===== config.mk =====
export PLATFORM = sky130hd
export DESIGN_NAME = gpio_banked_ctrl
export DESIGN_NICKNAME = d
export VERILOG_FILES = /design/src/rtl/gpio_bank_pkg.sv /design/src/rtl/gpio_in_sync.sv /design/src/rtl/gpio_pin_cell.sv /design/src/rtl/gpio_rd_port.sv /design/src/rtl/gpio_banked_ctrl.sv
export SDC_FILE = /design/constraint.sdc
export NUM_CORES = 1
export LEC_CHECK = 0
export CAP_MARGIN = 20
export CORE_ASPECT_RATIO = 0.9
export CORE_MARGIN = 3
export CORE_UTILIZATION = 55
export CTS_BUF_LIST = sky130_fd_sc_hd__clkbuf_16
export CTS_CLUSTER_DIAMETER = 40
export CTS_CLUSTER_SIZE = 20
export DETAILED_ROUTE_END_ITERATION = 8
export PLACE_DENSITY_LB_ADDON = 0.2
export RECOVER_POWER = 25
export SLEW_MARGIN = 20
export SYNTH_ARGS = -nofsm -noshare
export SYNTH_HDL_FRONTEND = slang
export SYNTH_SLANG_ARGS = --single-unit

===== constraint.sdc =====
create_clock -name clk -period 3 [get_ports clk]
set_clock_uncertainty 0.2 [all_clocks]
set_input_delay 0.75 -clock clk [delete_from_list [all_inputs] [get_ports clk]]
set_output_delay 0.75 -clock clk [all_outputs]
set_load 0.01 [all_outputs]

===== src/rtl/gpio_bank_pkg.sv =====
package gpio_bank_pkg;
  // control word bit positions (software-visible)
  localparam int B_DOUT   = 0;
  localparam int B_OE     = 1;
  localparam int B_DIN    = 2;
  localparam int B_PEN    = 3;
  localparam int B_PUP    = 4;
  localparam int B_IEN    = 5;
  localparam int B_STS    = 6;
  localparam int B_THI    = 7;
  localparam int B_TLO    = 8;
  localparam int B_TEDGE  = 9;
  localparam int B_SETOUT = 10;
  localparam int CTRL_W   = 11;

  typedef struct packed {
    logic tedge;
    logic tlo;
    logic thi;
    logic ien;
    logic pup;
    logic pen;
    logic oe;
    logic dout;
  } pin_cfg_t;
endpackage


===== src/rtl/gpio_in_sync.sv =====
module gpio_in_sync #(
  parameter int WIDTH = 16
) (
  input  logic             clk,
  input  logic             rst_n,
  input  logic [WIDTH-1:0] pin_raw,
  output logic [WIDTH-1:0] sync_q,
  output logic [WIDTH-1:0] prev_q
);
  logic [WIDTH-1:0] meta_q;

  always_ff @(posedge clk or negedge rst_n) begin
    if (!rst_n) begin
      meta_q <= '0;
      sync_q <= '0;
      prev_q <= '0;
    end else begin
      meta_q <= pin_raw;
      sync_q <= meta_q;
      prev_q <= sync_q;
    end
  end
endmodule


===== src/rtl/gpio_pin_cell.sv =====
module gpio_pin_cell
  import gpio_bank_pkg::*;
(
  input  logic              clk,
  input  logic              rst_n,
  input  logic              wr_sel,
  input  logic [CTRL_W-1:0] wr_word,
  input  logic              in_now,
  input  logic              in_prev,
  output pin_cfg_t          cfg_q,
  output logic              sts_q,
  output logic [CTRL_W-1:0] rd_word
);
  pin_cfg_t cfg_d;
  logic     sts_d;
  logic     trig_hit;
  logic     clr_req;
  logic     unused_din;

  assign unused_din = wr_word[B_DIN];
  assign clr_req    = wr_sel & wr_word[B_STS];

  always_comb begin
    cfg_d = cfg_q;
    if (wr_sel) begin
      cfg_d.dout  = wr_word[B_DOUT];
      cfg_d.oe    = wr_word[B_OE];
      cfg_d.pen   = wr_word[B_PEN];
      cfg_d.pup   = wr_word[B_PUP];
      cfg_d.ien   = wr_word[B_IEN];
      cfg_d.thi   = wr_word[B_THI];
      cfg_d.tlo   = wr_word[B_TLO];
      cfg_d.tedge = wr_word[B_TEDGE];
      if (wr_word[B_SETOUT]) begin
        cfg_d.oe  = 1'b1;
        cfg_d.ien = 1'b0;
      end
    end
  end

  always_comb begin
    if (cfg_q.tedge) begin
      trig_hit = (cfg_q.thi & in_now & ~in_prev) | (cfg_q.tlo & ~in_now & in_prev);
    end else begin
      trig_hit = (cfg_q.thi & in_now) | (cfg_q.tlo & ~in_now);
    end
  end

  always_comb begin
    if (clr_req) begin
      sts_d = 1'b0;
    end else if (trig_hit) begin
      sts_d = 1'b1;
    end else begin
      sts_d = sts_q;
    end
  end

  always_ff @(posedge clk or negedge rst_n) begin
    if (!rst_n) begin
      cfg_q <= '0;
      sts_q <= 1'b0;
    end else begin
      cfg_q <= cfg_d;
      sts_q <= sts_d;
    end
  end

  always_comb begin
    rd_word           = '0;
    rd_word[B_DOUT]   = cfg_q.dout;
    rd_word[B_OE]     = cfg_q.oe;
    rd_word[B_DIN]    = in_now;
    rd_word[B_PEN]    = cfg_q.pen;
    rd_word[B_PUP]    = cfg_q.pup;
    rd_word[B_IEN]    = cfg_q.ien;
    rd_word[B_STS]    = sts_q;
    rd_word[B_THI]    = cfg_q.thi;
    rd_word[B_TLO]    = cfg_q.tlo;
    rd_word[B_TEDGE]  = cfg_q.tedge;
  end

  AST_CLEAR_WINS: assert property (@(posedge clk) disable iff (!rst_n)
    (wr_sel && wr_word[B_STS]) |=> !sts_q);

  AST_DRIVE_CMD: assert property (@(posedge clk) disable iff (!rst_n)
    (wr_sel && wr_word[B_SETOUT]) |=> (cfg_q.oe && !cfg_q.ien && cfg_q.dout == $past(wr_word[B_DOUT])));

  AST_NO_TRIGGER_IDLE: assert property (@(posedge clk) disable iff (!rst_n)
    (!cfg_q.thi && !cfg_q.tlo && !wr_sel && !sts_q) |=> !sts_q);
endmodule


===== src/rtl/gpio_rd_port.sv =====
module gpio_rd_port #(
  parameter int NUM_WORDS = 18,
  parameter int DATA_W    = 32,
  parameter int ADDR_W    = 5
) (
  input  logic                             clk,
  input  logic                             rst_n,
  input  logic                             rd_en,
  input  logic [ADDR_W-1:0]                addr,
  input  logic [NUM_WORDS-1:0][DATA_W-1:0] words,
  output logic [DATA_W-1:0]                rdata
);
  localparam int DEPTH = 1 << ADDR_W;

  logic [DEPTH-1:0][DATA_W-1:0] ext_words;
  logic [DATA_W-1:0]            rdata_d;

  for (genvar i = 0; i < DEPTH; i++) begin : g_ext
    if (i < NUM_WORDS) begin : g_real
      assign ext_words[i] = words[i];
    end else begin : g_pad
      assign ext_words[i] = '0;
    end
  end

  always_comb begin
    rdata_d = rdata;
    if (rd_en) begin
      rdata_d = ext_words[addr];
    end
  end

  always_ff @(posedge clk or negedge rst_n) begin
    if (!rst_n) begin
      rdata <= '0;
    end else begin
      rdata <= rdata_d;
    end
  end

  AST_RDATA_HOLD: assert property (@(posedge clk) disable iff (!rst_n)
    !rd_en |=> $stable(rdata));
endmodule


===== src/rtl/gpio_banked_ctrl.sv =====
module gpio_banked_ctrl
  import gpio_bank_pkg::*;
#(
  parameter int NUM_BANKS     = 2,
  parameter int PINS_PER_BANK = 8,
  parameter int DATA_W        = 32,
  localparam int NUM_PINS     = NUM_BANKS * PINS_PER_BANK,
  localparam int NUM_WORDS    = NUM_PINS + NUM_BANKS,
  localparam int ADDR_W       = $clog2(NUM_WORDS)
) (
  input  logic                 clk,
  input  logic                 rst_n,
  input  logic                 wr_en,
  input  logic                 rd_en,
  input  logic [ADDR_W-1:0]    addr,
  input  logic [DATA_W-1:0]    wdata,
  output logic [DATA_W-1:0]    rdata,
  input  logic [NUM_PINS-1:0]  pin_in,
  output logic [NUM_PINS-1:0]  pin_out,
  output logic [NUM_PINS-1:0]  pin_oe,
  output logic [NUM_PINS-1:0]  pull_en,
  output logic [NUM_PINS-1:0]  pull_up,
  output logic [NUM_BANKS-1:0] bank_irq
);
  logic [NUM_PINS-1:0]              in_sync;
  logic [NUM_PINS-1:0]              in_prev;
  logic [NUM_PINS-1:0]              sts_all;
  logic [NUM_PINS-1:0]              ien_all;
  logic [NUM_WORDS-1:0][DATA_W-1:0] words;
  logic                             unused_wdata;

  assign unused_wdata = ^wdata[DATA_W-1:CTRL_W];

  gpio_in_sync #(.WIDTH(NUM_PINS)) i_sync (
    .clk    (clk),
    .rst_n  (rst_n),
    .pin_raw(pin_in),
    .sync_q (in_sync),
    .prev_q (in_prev)
  );

  for (genvar g = 0; g < NUM_PINS; g++) begin : g_pin
    pin_cfg_t          cfg;
    logic [CTRL_W-1:0] rd_word;
    logic              wr_sel;

    assign wr_sel = wr_en && (addr == ADDR_W'(g));

    gpio_pin_cell i_cell (
      .clk    (clk),
      .rst_n  (rst_n),
      .wr_sel (wr_sel),
      .wr_word(wdata[CTRL_W-1:0]),
      .in_now (in_sync[g]),
      .in_prev(in_prev[g]),
      .cfg_q  (cfg),
      .sts_q  (sts_all[g]),
      .rd_word(rd_word)
    );

    assign pin_out[g] = cfg.dout;
    assign pin_oe[g]  = cfg.oe;
    assign pull_en[g] = cfg.pen;
    assign pull_up[g] = cfg.pup;
    assign ien_all[g] = cfg.ien;
    assign words[g]   = {{(DATA_W-CTRL_W){1'b0}}, rd_word};
  end

  for (genvar b = 0; b < NUM_BANKS; b++) begin : g_bank
    logic [PINS_PER_BANK-1:0] bank_sts;
    logic [PINS_PER_BANK-1:0] bank_ien;

    assign bank_sts             = sts_all[b*PINS_PER_BANK +: PINS_PER_BANK];
    assign bank_ien             = ien_all[b*PINS_PER_BANK +: PINS_PER_BANK];
    assign bank_irq[b]          = |(bank_sts & bank_ien);
    assign words[NUM_PINS + b]  = {{(DATA_W-PINS_PER_BANK){1'b0}}, bank_sts};
  end

  gpio_rd_port #(
    .NUM_WORDS(NUM_WORDS),
    .DATA_W   (DATA_W),
    .ADDR_W   (ADDR_W)
  ) i_rd (
    .clk  (clk),
    .rst_n(rst_n),
    .rd_en(rd_en),
    .addr (addr),
    .words(words),
    .rdata(rdata)
  );

  AST_RESET_QUIET: assert property (@(posedge clk) disable iff (!rst_n)
    $rose(rst_n) |-> (bank_irq == '0 && pin_oe == '0));
endmodule


==> flow_summary.ini <==
[outcome]
outcome = finished with violations
violations = capacitance limit, slew limit

[cts]
cts.sinks = 202
cts_resized = 0
ctsHoldBuffers = 0
htreeDepth = 1
path_clk_slew_ns = 0.05
cts-root-buf = clkbuf_16
clock_path_buffers = 3
clk_latency_ns = 0.54
postCtsSetupRepairBufs = 0
cts_tree = done
cts_buffers = 30

[power_and_ir_drop]
finalPower_mw = 8.634
p_int_mw = 6.367
ir_drop_uv = 490.9
power_density_nw_per_um2 = 755.2
p_comb_frac = 0.177
p_switching_mw = 2.267
pwr-share-seq = 0.402
p_leak_nw = 5.071
sw_frac_of_total = 0.2626
clkPwrFrac = 0.421

[timing]
post-route-period-util = 0.9287
whs_ns = 0.1452
fmax_mhz = 358.9
slew_violations = 70
final_hold_viol_count = 0
setup_tns_ns = 0
tightest_slew_ns = 1.769
fin_ws_ns = 0.2139
setup_viol = 0
slew_headroom = -0.1790
rsz0062_at_grt = no
fin_crit_ns = 2.786

[setup_path]
path_max_fanout = 4
cp-start-kind = flop
worst_ep_arrival_time_ns = 1.84
crit_path_end_kind = primary output
path_class = reg -> out
crit_required_ns = 2.05

[drt]
detail-route-antenna-nets = 0
wl_mm = 21.76
drtPass1Iterations = 4
wire_per_inst_um = 21.12
drt_iter0_drc = 400
vias_per_cell = 5.818
vias = 5993
drc = 0

[cells_and_area]
instances_no_fill = 1030
drive_gt1_frac = 0.2746
postLayoutCoreUtil = 0.6922
antenna_cells = 0
area_growth_pct = 20.51
final_nets = 856
final_area_um2 = 11430

[global_routing]
grt_antenna_before_repair = 0
grt_pass1_wl_mm = 34.87
grt_max_degree = 71
first_global_vias = 6235
grt_usage = 0.2379
overflow = 0

[logic_synthesis]
syn-cell-area_um2 = 9487
yosysTopAreaCellShare = 0.5328
ys_types = 38
async_flop_share = 1.000
syn_inst = 734
ys_seq_area_frac = 0.5328
synth-edff-count = 0
synth-main-ff-cell = dfrtp_1
postSynthAreaPerCell_um2 = 12.92
yosysTopAreaCell = dfrtp_1
synth.area.top_cells = dfrtp_1 (53%), mux2_2 (12%), mux4_2 (8.5%)
ys_seq_elements = 202
yosysWarnings = 0

[placed_design]
placedCellCount = 974
place_congestion = 0.8909
dp_hpwl_mm = 15.07
place_area_um2 = 10380
port_buffers = 110
dp_slack_ns = 0.1140

[hold_path]
min_path_type = reg -> reg

[floorplan]
start_util = 0.5744
die_height_um = 130.6
coreArea_um2 = 16520
row_count = 44
io_pins = 155
die_x_um = 144.4
die-area_um2 = 18860

[flow_run]
max-cap-violations = 1
## per-layer routing
metal | track usage | wire length, um
met5 | 0 | 0
met4 | 0.06308 | 468
met3 | 0.04767 | 1481
met2 | 0.3710 | 10310
met1 | 0.3476 | 9498
## sequential cells by signal, summed over array words and instances, names as in the netlist
register            cells
i_rd.rdata             10
i_sync.sync_q          16
g_pin.i_cell.sts_q     16
i_sync.prev_q          16
g_pin.i_cell.cfg_q    128
i_sync.meta_q          16
## synth_stat cells (2+ instances only)
cell	instances
a211o_1	8
a21oi_1	15
a22oi_1	12
a2bb2oi_1	6
and3_1	2
buf_1	4
buf_2	10
buf_4	88
buf_6	2
clkbuf_1	19
dfrtp_1	202
inv_1	24
mux2_2	104
mux2i_1	32
mux4_2	36
nand2_1	40
nand2b_1	3
nand3_1	15
nand4_1	2
nor2_1	21
nor2b_1	7
o21ai_0	46
o221ai_1	2
o22a_1	7
o22ai_1	8
or3_1	2
xnor2_1	6
## cell type report
class | instances | area, um2
Timing Repair Buffer | 136 | 1376
Clock inverter | 25 | 295.3
Clock buffer | 31 | 775.7
Inverter | 24 | 90.09
Sequential cell | 202 | 5055
Fill cell | 1130 | 5084
Tap cell | 207 | 259.0
Multi-Input combinational cell | 405 | 3581
## cells in the final DEF, fill, tap and decap left out, types with 2 or more instances in the layout
| cell type | netlist | final |
|---|---|---|
| a211o_1 | 8 | 8 |
| a21oi_1 | 15 | 15 |
| a22oi_1 | 12 | 12 |
| a2bb2oi_1 | 6 | 6 |
| and3_1 | 2 | 2 |
| buf_12 | 1 | 8 |
| buf_2 | 10 | 3 |
| buf_4 | 88 | 17 |
| bufinv_16 | 0 | 5 |
| clkbuf_16 | 0 | 31 |
| clkdlybuf4s50_1 | 0 | 90 |
| clkinv_1 | 0 | 4 |
| clkinv_2 | 0 | 3 |
| clkinv_4 | 0 | 4 |
| clkinvlp_4 | 0 | 5 |
| conb_1 | 1 | 22 |
| dfrtp_1 | 202 | 202 |
| dlygate4sd3_1 | 0 | 16 |
| inv_1 | 24 | 24 |
| inv_8 | 0 | 3 |
| mux2_2 | 104 | 104 |
| mux2i_1 | 32 | 32 |
| mux4_2 | 36 | 36 |
| nand2_1 | 40 | 40 |
| nand2b_1 | 3 | 3 |
| nand3_1 | 15 | 15 |
| nand4_1 | 2 | 2 |
| nor2_1 | 21 | 21 |
| nor2b_1 | 7 | 7 |
| o21ai_0 | 46 | 46 |
| o221ai_1 | 2 | 2 |
| o22a_1 | 7 | 7 |
| o22ai_1 | 8 | 8 |
| or3_1 | 2 | 2 |
| xnor2_1 | 6 | 6 |
## cell families after synthesis
kind of cell	after synthesis	synth area share
flip-flops	202	0.5328
multiplexers	172	0.2427
buffers and inverters	148	0.09800
AO/OA/AOI/OAI	104	0.06819
AND/OR/NAND/NOR	101	0.05236
XOR/XNOR	6	0.005539
other	1	0.0003953
## worst paths after layout
check	startpoint	to	slack, ns	cells after the start
worst max-delay path	g_pin[9].i_cell.sts_q$_DFFE_PN0P_	bank_irq[1]	0.21	3
worst min-delay path	i_sync.meta_q[2]$_DFF_PN0_	i_sync.sync_q[2]$_DFF_PN0_	0.15	0
worst min register to register	i_sync.meta_q[2]$_DFF_PN0_	i_sync.sync_q[2]$_DFF_PN0_	0.15	0
worst max register to register	i_sync.sync_q[14]$_DFF_PN0_	i_rd.rdata[2]$_DFFE_PN0P_	1.18	3
max in group asynchronous	rst_n	i_sync.prev_q[9]$_DFF_PN0_	0.51	2
min in group asynchronous	rst_n	g_pin[0].i_cell.cfg_q[3]$_DFFE_PN0N_	0.49	1
## critical path: stages (launching register included)
cell             delay [ns]
dfrtp_1                0.42
a22oi_1                0.22
nand4_1                0.16
clkdlybuf4s50_1        0.51
## power by group through the flow
stage | logic (mW) | clock network (mW) | registers, mW
floorplan | 1.11 | 0 | 3.39
global placement | 1.50 | 0 | 3.48
detailed placement | 1.54 | 0 | 3.51
CTS | 1.55 | 3.68 | 3.47
global route | 1.67 | 3.82 | 3.52
finish | 1.53 | 3.63 | 3.47
(Power assumes the default switching activity.)
